$ cat src/rtl/gpio_pkg.sv
package gpio_pkg;
  typedef enum logic [1:0] {SEL_NONE, SEL_PIN, SEL_OUT, SEL_DIR} reg_sel_e;

  localparam logic [15:0] OFS_PIN = 16'h0000;
  localparam logic [15:0] OFS_OUT = 16'h0004;
  localparam logic [15:0] OFS_DIR = 16'h0008;

  function automatic reg_sel_e decode_ofs(input logic [15:0] ofs);
    case (ofs)
      OFS_PIN: decode_ofs = SEL_PIN;
      OFS_OUT: decode_ofs = SEL_OUT;
      OFS_DIR: decode_ofs = SEL_DIR;
      default: decode_ofs = SEL_NONE;
    endcase
  endfunction
endpackage

$ cat src/rtl/gpio_sync.sv
module gpio_sync #(
  parameter int WIDTH  = 32,
  parameter int STAGES = 2
) (
  input  logic             clk,
  input  logic             rst,
  input  logic [WIDTH-1:0] d,
  output logic [WIDTH-1:0] q
);
  logic [WIDTH-1:0] stage_q [STAGES];

  always_ff @(posedge clk) begin
    if (rst) stage_q[0] <= '0;
    else     stage_q[0] <= d;
  end

  for (genvar s = 1; s < STAGES; s++) begin : g_stage
    always_ff @(posedge clk) begin
      if (rst) stage_q[s] <= '0;
      else     stage_q[s] <= stage_q[s-1];
    end
  end

  assign q = stage_q[STAGES-1];
endmodule

$ cat src/rtl/gpio_regs.sv
module gpio_regs
  import gpio_pkg::*;
#(
  parameter int               WIDTH      = 32,
  parameter logic [WIDTH-1:0] AVAIL_MASK = '1
) (
  input  logic             clk,
  input  logic             rst,
  input  logic             wr_en,
  input  reg_sel_e         wr_sel,
  input  logic [WIDTH-1:0] wdata,
  output logic [WIDTH-1:0] drive_q,
  output logic [WIDTH-1:0] enable_q
);
  logic [WIDTH-1:0] wdata_m;
  assign wdata_m = wdata & AVAIL_MASK;

  always_ff @(posedge clk) begin
    if (rst) begin
      drive_q  <= '0;
      enable_q <= '0;
    end else if (wr_en) begin
      case (wr_sel)
        SEL_PIN, SEL_OUT: drive_q  <= wdata_m;
        SEL_DIR:          enable_q <= wdata_m;
        default:          ;
      endcase
    end
  end
endmodule

$ cat src/rtl/gpio_port.sv
module gpio_port
  import gpio_pkg::*;
#(
  parameter int               WIDTH       = 32,
  parameter int               ADDR_W      = 4,
  parameter int               SYNC_STAGES = 2,
  parameter logic [WIDTH-1:0] AVAIL_MASK  = 32'h0FFF_FFFF
) (
  input  logic              clk,
  input  logic              rst,
  input  logic              req_valid,
  input  logic              req_write,
  input  logic [ADDR_W-1:0] req_addr,
  input  logic [WIDTH-1:0]  req_wdata,
  output logic              rsp_valid,
  output logic [WIDTH-1:0]  rsp_rdata,
  input  logic [WIDTH-1:0]  pad_in,
  output logic [WIDTH-1:0]  pad_out,
  output logic [WIDTH-1:0]  pad_oe
);
  localparam int OFS_W = 16;

  reg_sel_e         sel;
  logic             wr_en, rd_en;
  logic [WIDTH-1:0] pin_sync, drive_q, enable_q, rd_mux;

  assign sel   = decode_ofs(OFS_W'(req_addr));
  assign wr_en = req_valid & req_write;
  assign rd_en = req_valid & ~req_write;

  gpio_sync #(.WIDTH(WIDTH), .STAGES(SYNC_STAGES)) u_sync (
    .clk(clk), .rst(rst), .d(pad_in), .q(pin_sync)
  );

  gpio_regs #(.WIDTH(WIDTH), .AVAIL_MASK(AVAIL_MASK)) u_regs (
    .clk(clk), .rst(rst), .wr_en(wr_en), .wr_sel(sel), .wdata(req_wdata),
    .drive_q(drive_q), .enable_q(enable_q)
  );

  always_comb begin
    case (sel)
      SEL_PIN: rd_mux = pin_sync & AVAIL_MASK;
      SEL_OUT: rd_mux = drive_q;
      SEL_DIR: rd_mux = enable_q;
      default: rd_mux = '0;
    endcase
  end

  always_ff @(posedge clk) begin
    if (rst) begin
      rsp_valid <= 1'b0;
      rsp_rdata <= '0;
    end else begin
      rsp_valid <= rd_en;
      rsp_rdata <= rd_en ? rd_mux : '0;
    end
  end

  assign pad_out = drive_q;
  assign pad_oe  = enable_q & AVAIL_MASK;
endmodule

$ cat config.mk
export PLATFORM = sky130hd
export DESIGN_NAME = gpio_port
export DESIGN_NICKNAME = d
export VERILOG_FILES = /design/src/rtl/gpio_pkg.sv /design/src/rtl/gpio_sync.sv /design/src/rtl/gpio_regs.sv /design/src/rtl/gpio_port.sv
export SDC_FILE = /design/constraint.sdc
export NUM_CORES = 1
export LEC_CHECK = 0
export ABC_AREA = 1
export BUFFER_PORTS_ARGS = -buffer_cell sky130_fd_sc_hd__buf_2
export CORE_AREA = 2 2 113 115
export DETAILED_ROUTE_END_ITERATION = 16
export DIE_AREA = 0 0 115 117
export PLACE_DENSITY = 0.76
export SLEW_MARGIN = 20
export SYNTH_ARGS = -nofsm -noshare
export SYNTH_HDL_FRONTEND = slang
export SYNTH_HIERARCHICAL = 1
export SYNTH_SLANG_ARGS = --single-unit
$ cat constraint.sdc
create_clock -name clk -period 1.9 [get_ports clk]
set_clock_uncertainty 0.05 [all_clocks]
set_input_delay 0.19 -clock clk [delete_from_list [all_inputs] [get_ports clk]]
set_output_delay 0.19 -clock clk [all_outputs]
set_load 0.01 [all_outputs]
==> results of run 1 <==
==> layout make-up <==
cell class	instances	area [sq um]	share of cell area [%]
Sequential cell	145	2903	37.56
Multi-Input combinational cell	455	1963	25.40
Timing Repair Buffer	221	1494	19.33
Inverter	146	548.0	7.092
Clock buffer	23	478.0	6.185
Tap cell	150	187.7	2.429
Clock inverter	9	153.9	1.992
==> sequential cells by signal, indices dropped and copies added (netlist names) <==
signal	flops
u_regs/drive_q	28
u_regs/enable_q	28
u_sync/stage_q	56
rsp_valid	1
rsp_rdata	32
==> power groups by stage <==
stage	Combinational (mW)	Sequential, mW	Clock [mW]
after detailed placement	0.412	3.22	0
after global routing	0.566	3.17	3.73
after global placement	0.406	3.22	0
after CTS	0.504	3.16	3.59
after floorplan	0.267	3.23	0
final	0.509	3.16	3.54
==> placed cells by master, fill, tap and decap left out, drive strengths merged <==
master and instances:
a21oi 4, buf 165, bufinv 4, clkbuf 23, clkinv 3, clkinvlp 2, conb 12, dfxtp 145
dlygate4sd3 56, ha 1, inv 146, nand2 143, nand3 120, nor2 172, nor3 2, o21a 1
==> through the flow <==
| step | util, % | cells | power [mW] | area, sq um |
|---|---|---|---|---|
| floorplan | - | 804 | 3.500 | 5832 |
| global placement | 53.08 | 1061 | 3.629 | 6535 |
| detailed placement | 53.08 | 1061 | 3.637 | 6535 |
| CTS | 62.76 | 1149 | 7.251 | 7727 |
| global route | 62.76 | 1149 | 7.465 | 7727 |
| finish | 62.76 | 1149 | 7.209 | 7727 |
==> path summary, 6_finish.rpt <==
kind / from / end / slack (ns) / depth (start not counted)
max: u_regs/enable_q[25]$_SDFFE_PP0P_ / pad_oe[25] / 0.68 / 1
min: req_write / rsp_valid$_SDFF_PP0_ / 0.16 / 3
max reg2reg: u_regs/drive_q[23]$_SDFFE_PP0P_ / rsp_rdata[23]$_SDFF_PP0_ / 1.10 / 4
min reg2reg: u_sync/stage_q[0][2]$_SDFF_PP0_ / u_sync/stage_q[1][2]$_SDFF_PP0_ / 0.35 / 2
==> per-layer routing <==
layer / track usage, % / wire [microns]
met5: 0 / 0
met4: 11.97 / 554
met3: 5.098 / 868
met2: 39.49 / 7361
met1: 24.81 / 5776
==> parameters.txt, run 1 <==
Parameter                              Value

Status
  Run status    complete, no violations

STA
  Time the final worst path needs with I/O delays and setup    ~1.2 ns
  Worst slew margin    60.36%
  PnR worst setup slack    0.6841 ns
  Final max-slew violation count    0
  Count of final hold-check violations    0
  Number of endpoints failing setup at the final stage    0
  Worst Tran Pin Value    around 0.59 ns
  Accumulated negative setup slack    0 ns
  Unrepaired setup endpoints after global routing    no
  Share of the cycle needed by the critical path after routing    64.00%
  Post-Route Hold Slack    0.1568 ns
  Max Freq    ~820 MHz

Power and ir drop
  Static leakage power    roughly 4.3 nW
  Logic pwr share    under 10%
  Sw Pwr    between 1.5 and 2 mW
  Flop pwr share    between 40 and 50%
  Part of the power in the clock network    between 40% and 50%
  PD cells    slightly above 900 mW/mm^2
  Switching part of the total power    roughly 22%
  Worst ir drop on vdd    approximately 570 uV
  Power Internal    between 5 and 6 mW

Clocking
  Clock tree from TritonCTS    built
  Root buf cell    clkbuf_16
  Number of buffers created by CTS    17
  Clock Latency Late Sink    around 0.42 ns
  Clk buf depth    2
  # resized after CTS    0
  Clock sink count    roughly 150
  Post-CTS Setup Bufs    0
  Clock transition time at the flip-flop clock pins of the worst setup and hold paths    0.06 ns
  H-Tree Depth    4
  Hold buffer count at CTS    56

Finish
  Area growth from synthesis to layout    33.36%
  Filler Cells Inserted    around 1000
  Antenna Cells    0
  Layout Nets    1059
  Fraction of final layout cells sized beyond drive strength 1    between 20% and 30%

Global route
  Total GRT Usage    between 20% and 30%
  Antenna violations before repair    0
  Global-route wire length before repair    approximately 23 mm
  Residual overflow from global routing    0
  Largest net degree at the start of global routing    93
  Vias in the first global route    between 4000 and 5000

Route
  DR iter-0 viols    between 400 and 500
  Average wire per cell in the routed design    12.67 microns
  Remaining DRCs    0
  Total vias in the final route    about 5300
  Number of search-and-repair iterations in the first detailed-routing pass    5
  Wirelength, routed    14.56 mm
  Antenna-violating nets left    0
  Via density per instance    ~4.6

Setup path
  Critical path, cell by cell    buf_2
  Critical-path top delay cell    dfxtp_1
  CP bufs+invs    1
  Launching element type of the critical path    flip-flop
  Crit path max-delay family    flip-flops
  CP endpoint kind    output pin
  Worst Path Max Fanout    3
  Worst Path Class, Setup    flip-flop to output pin
  WP data required    1.66 ns
  Data arrival, critical path    0.98 ns
  Slowest stage delay, CP    ~0.39 ns

Synth
  Gate count of the mapped netlist    between 700 and 800
  Average footprint of a synthesized cell    approximately 7.3 sq um
  Synthesized cell area    just under 0.006 sq mm
  Yosys warns    6

Floorplan
  Die area    0.01346 sq mm
  Chip Width    roughly 120 microns
  Initial core utilization    between 40% and 50%
  I/O pin count    approximately 170
  Core region area    between 0.01 and 0.015 sq mm
  Cell row count    between 40 and 50
  Chip Height    approximately 120 microns

Placed design
  HPWL reported at the end of detailed placement    just over 8 mm
  IO buf count    152
  Worst-case setup slack after placement    ~0.31 ns
  Global placer's final weighted congestion    approximately 0.76

Min path
  Worst hold-check path type    input pin to flip-flop

Flow run
  MaxCap Viol Count    0
Power figures use the tool's default switching activity.
==> run 2, diff against run 1 <==
CORE_AREA = 2 2 117 119   (was 2 2 113 115)
DIE_AREA = 0 0 119 121   (was 0 0 115 117)
PLACE_DENSITY = 0.74   (was 0.76)
clock period = 1 ns   (was 1.9 ns; I/O delays follow)
==> run 2 against run 1 <==
  * Count of clock-buffer cells in the layout down 4
  * Combinational power rose to 2.7 times the previous value
  * Setup slack worse by 0.76 ns
  * Non-clock buffer count is 70 higher
  * Wire length up 25%
  * Highest routed layer unchanged
  * The flow now finishes with violations (setup timing)
  * Largest power group unchanged
  * Flip-flop and latch count did not move
  * Global-route usage is 1.4 points higher
  * Final cell count rose by 8.4%
==> parameters.txt, run 2 (synthesized netlist as in run 1, its figures left out) <==
Parameter                              Value

Finish
  Final std cell area, no fill    0.009299 sq mm (+20%)
  Filler Cells Inserted    884 (-15%)
  Layout Nets    1129 (+6.6%)
  Area growth from synthesis to layout    60.48%
  Register with the highest flop count    u_sync/stage_q
  Commonest cells after routing, fill and taps aside    152 x nor2_1, 143 x inv_1, 111 x nand3_1
  Fraction of final layout cells sized beyond drive strength 1    38.52% (+17 points)
  Largest registers    u_sync/stage_q: 56 flops, rsp_rdata: 32 flops
  Most common cell after layout, fill and taps aside    nor2_1
  Largest register FFs    56 (unchanged)
  Utilization of the core after routing    71.07% (+8.3 points)

Floorplan
  Die area    0.01440 sq mm (+7.0%)
  Chip Width    119 microns (+3.5%)
  I/O pin count    169 (unchanged)
  Chip Height    121 microns (+3.4%)
  Core region area    0.01309 sq mm (+6.3%)
  Initial core utilization    44.28% (-2.8 points)
  Cell row count    42 (+2.4%)

Clocking
  Clock sink count    145 (unchanged)
  Number of buffers created by CTS    17 (unchanged)
  H-Tree Depth    4 (unchanged)
  Clk buf depth    2 (unchanged)
  Clock tree from TritonCTS    built
  Root buf cell    clkbuf_16
  Clock transition time at the flip-flop clock pins of the worst setup and hold paths    0.06 ns (about the same)
  Clock Latency Late Sink    0.42 ns (about the same)

Setup path
  WP data required    1.31 ns (-0.35 ns)
  Worst Path Max Fanout    8 (+5)
  Launching element type of the critical path    input pin
  Data arrival, critical path    1.38 ns (+0.40 ns)
  CP endpoint kind    flip-flop
  Worst Path Class, Setup    input pin to flip-flop

Route
  Antenna-violating nets left    0 (unchanged)
  Number of search-and-repair iterations in the first detailed-routing pass    5 (unchanged)
  Via density per instance    4.714 (+1.8%)
  Total vias in the final route    5869 (+10%)
  Average wire per cell in the routed design    14.61 microns (+15%)
  Remaining DRCs    0 (unchanged)
  DR iter-0 viols    449 (+6.1%)
  Wirelength, routed    18.20 mm (+25%)

Min path
  Worst hold-check path type    input pin to flip-flop

Status
  Violations in the final reports    setup timing
  Run status    finished with violations

Power and ir drop
  Worst ir drop on vdd    1093 uV (+91%)
  PD cells    1560 mW/mm^2 (+67%)
  Static leakage power    4.857 nW (+12%)

Placed design
  Global placer's final weighted congestion    0.7817 (+3.4%)
  Cell Area, Placed    0.006700 sq mm (+2.5%)
  HPWL reported at the end of detailed placement    8.884 mm (+6.9%)
  IO buf count    152 (unchanged)

Global route
  Vias in the first global route    5782 (+18%)
  Antenna violations before repair    1 (+1)
  Residual overflow from global routing    0 (unchanged)
  Global-route wire length before repair    26.59 mm (+14%)
  Largest net degree at the start of global routing    49 (-47%)
  Total GRT Usage    23.59% (+1.4 points)

STA
  Share of the cycle needed by the critical path after routing    107.1%
  Time the final worst path needs with I/O delays and setup    between 1 and 1.5 ns
  Post-Route Hold Slack    0.04218 ns (-0.1146 ns)
  PnR worst setup slack    -0.07115 ns (-0.7552 ns)
  Max Freq    ~930 MHz
  Final max-slew violation count    0 (unchanged)
  Number of endpoints failing setup at the final stage    84 (+84)
  Unrepaired setup endpoints after global routing    yes
  Count of final hold-check violations    0 (unchanged)

Flow run
  MaxCap Viol Count    0 (unchanged)
## run 2: per-layer routing
layer  GRT usage (%)  part of all wire (%)  routed length (microns)  vias up
met5               0                     0                        0        -
met4           13.39                   3.2                      591        0
met3           4.699                   5.5                      995       63
met2           44.68                    55                     9985      251
met1           24.06                    36                     6622     2716
li1                -                     -                        -     2839
## run 2: power breakdown
group | internal, mW | switching (mW)
clock | 4.76 | 2.36
sequential | 5.94 | 0.0728
combinational | 0.657 | 0.705
## run 2: timing repair
item | CTS | global route
setup endpoints to repair | 76 | 122
hold endpoints to repair | 84 | 0
setup buffers | 49 | 7
gates cloned | 1 | 5
hold buffers | 57 | 0
pin swaps | 1 | 22
gates resized for setup | 124 | 102
## run 2: final timing paths
path                                    start                               to  slack, ns  cells after the start
max                               req_addr[3]   u_regs/drive_q[6]$_SDFFE_PP0P_      -0.07                     10
min                                 req_write             rsp_valid$_SDFF_PP0_       0.04                      3
max reg2reg  u_regs/enable_q[22]$_SDFFE_PP0P_         rsp_rdata[22]$_SDFF_PP0_       0.02                      6
min reg2reg   u_sync/stage_q[0][9]$_SDFF_PP0_  u_sync/stage_q[1][9]$_SDFF_PP0_       0.35                      2
## run 2: per-stage QoR
stage          setup WS, ns  setup TNS [ns]  total power [mW]  std cells
2_1_floorplan       -0.4099          -18.49             6.665        804
3_3_place_gp        -0.4223          -25.84             6.961       1094
3_5_place_dp        -0.4423          -27.71             6.980       1094
4_1_cts            -0.05035          -1.362             14.37       1231
5_1_grt            -0.08782          -4.432             14.96       1244
6_report           -0.07115          -1.431             14.51       1245
## run 2: area by class of cell
type	count	area [sq um]	area share (%)
Sequential cell	145	2992	32.17
Inverter	146	553.0	5.947
Antenna cell	2	5.005	0.05382
Timing Repair Buffer	291	2639	28.38
Clock buffer	19	452.9	4.871
Multi-Input combinational cell	455	2227	23.95
Clock inverter	11	210.2	2.260
Tap cell	176	220.2	2.368
## run 2: critical path, stage by stage
cell and delay, ns:
buf_8 0.11, inv_4 0.05, nor2_4 0.03, o21a_1 0.22, ha_4 0.31, nand2_8 0.12, clkbuf_16 0.21, nand2_4 0.07
nand2_2 0.05, nor2_2 0.11
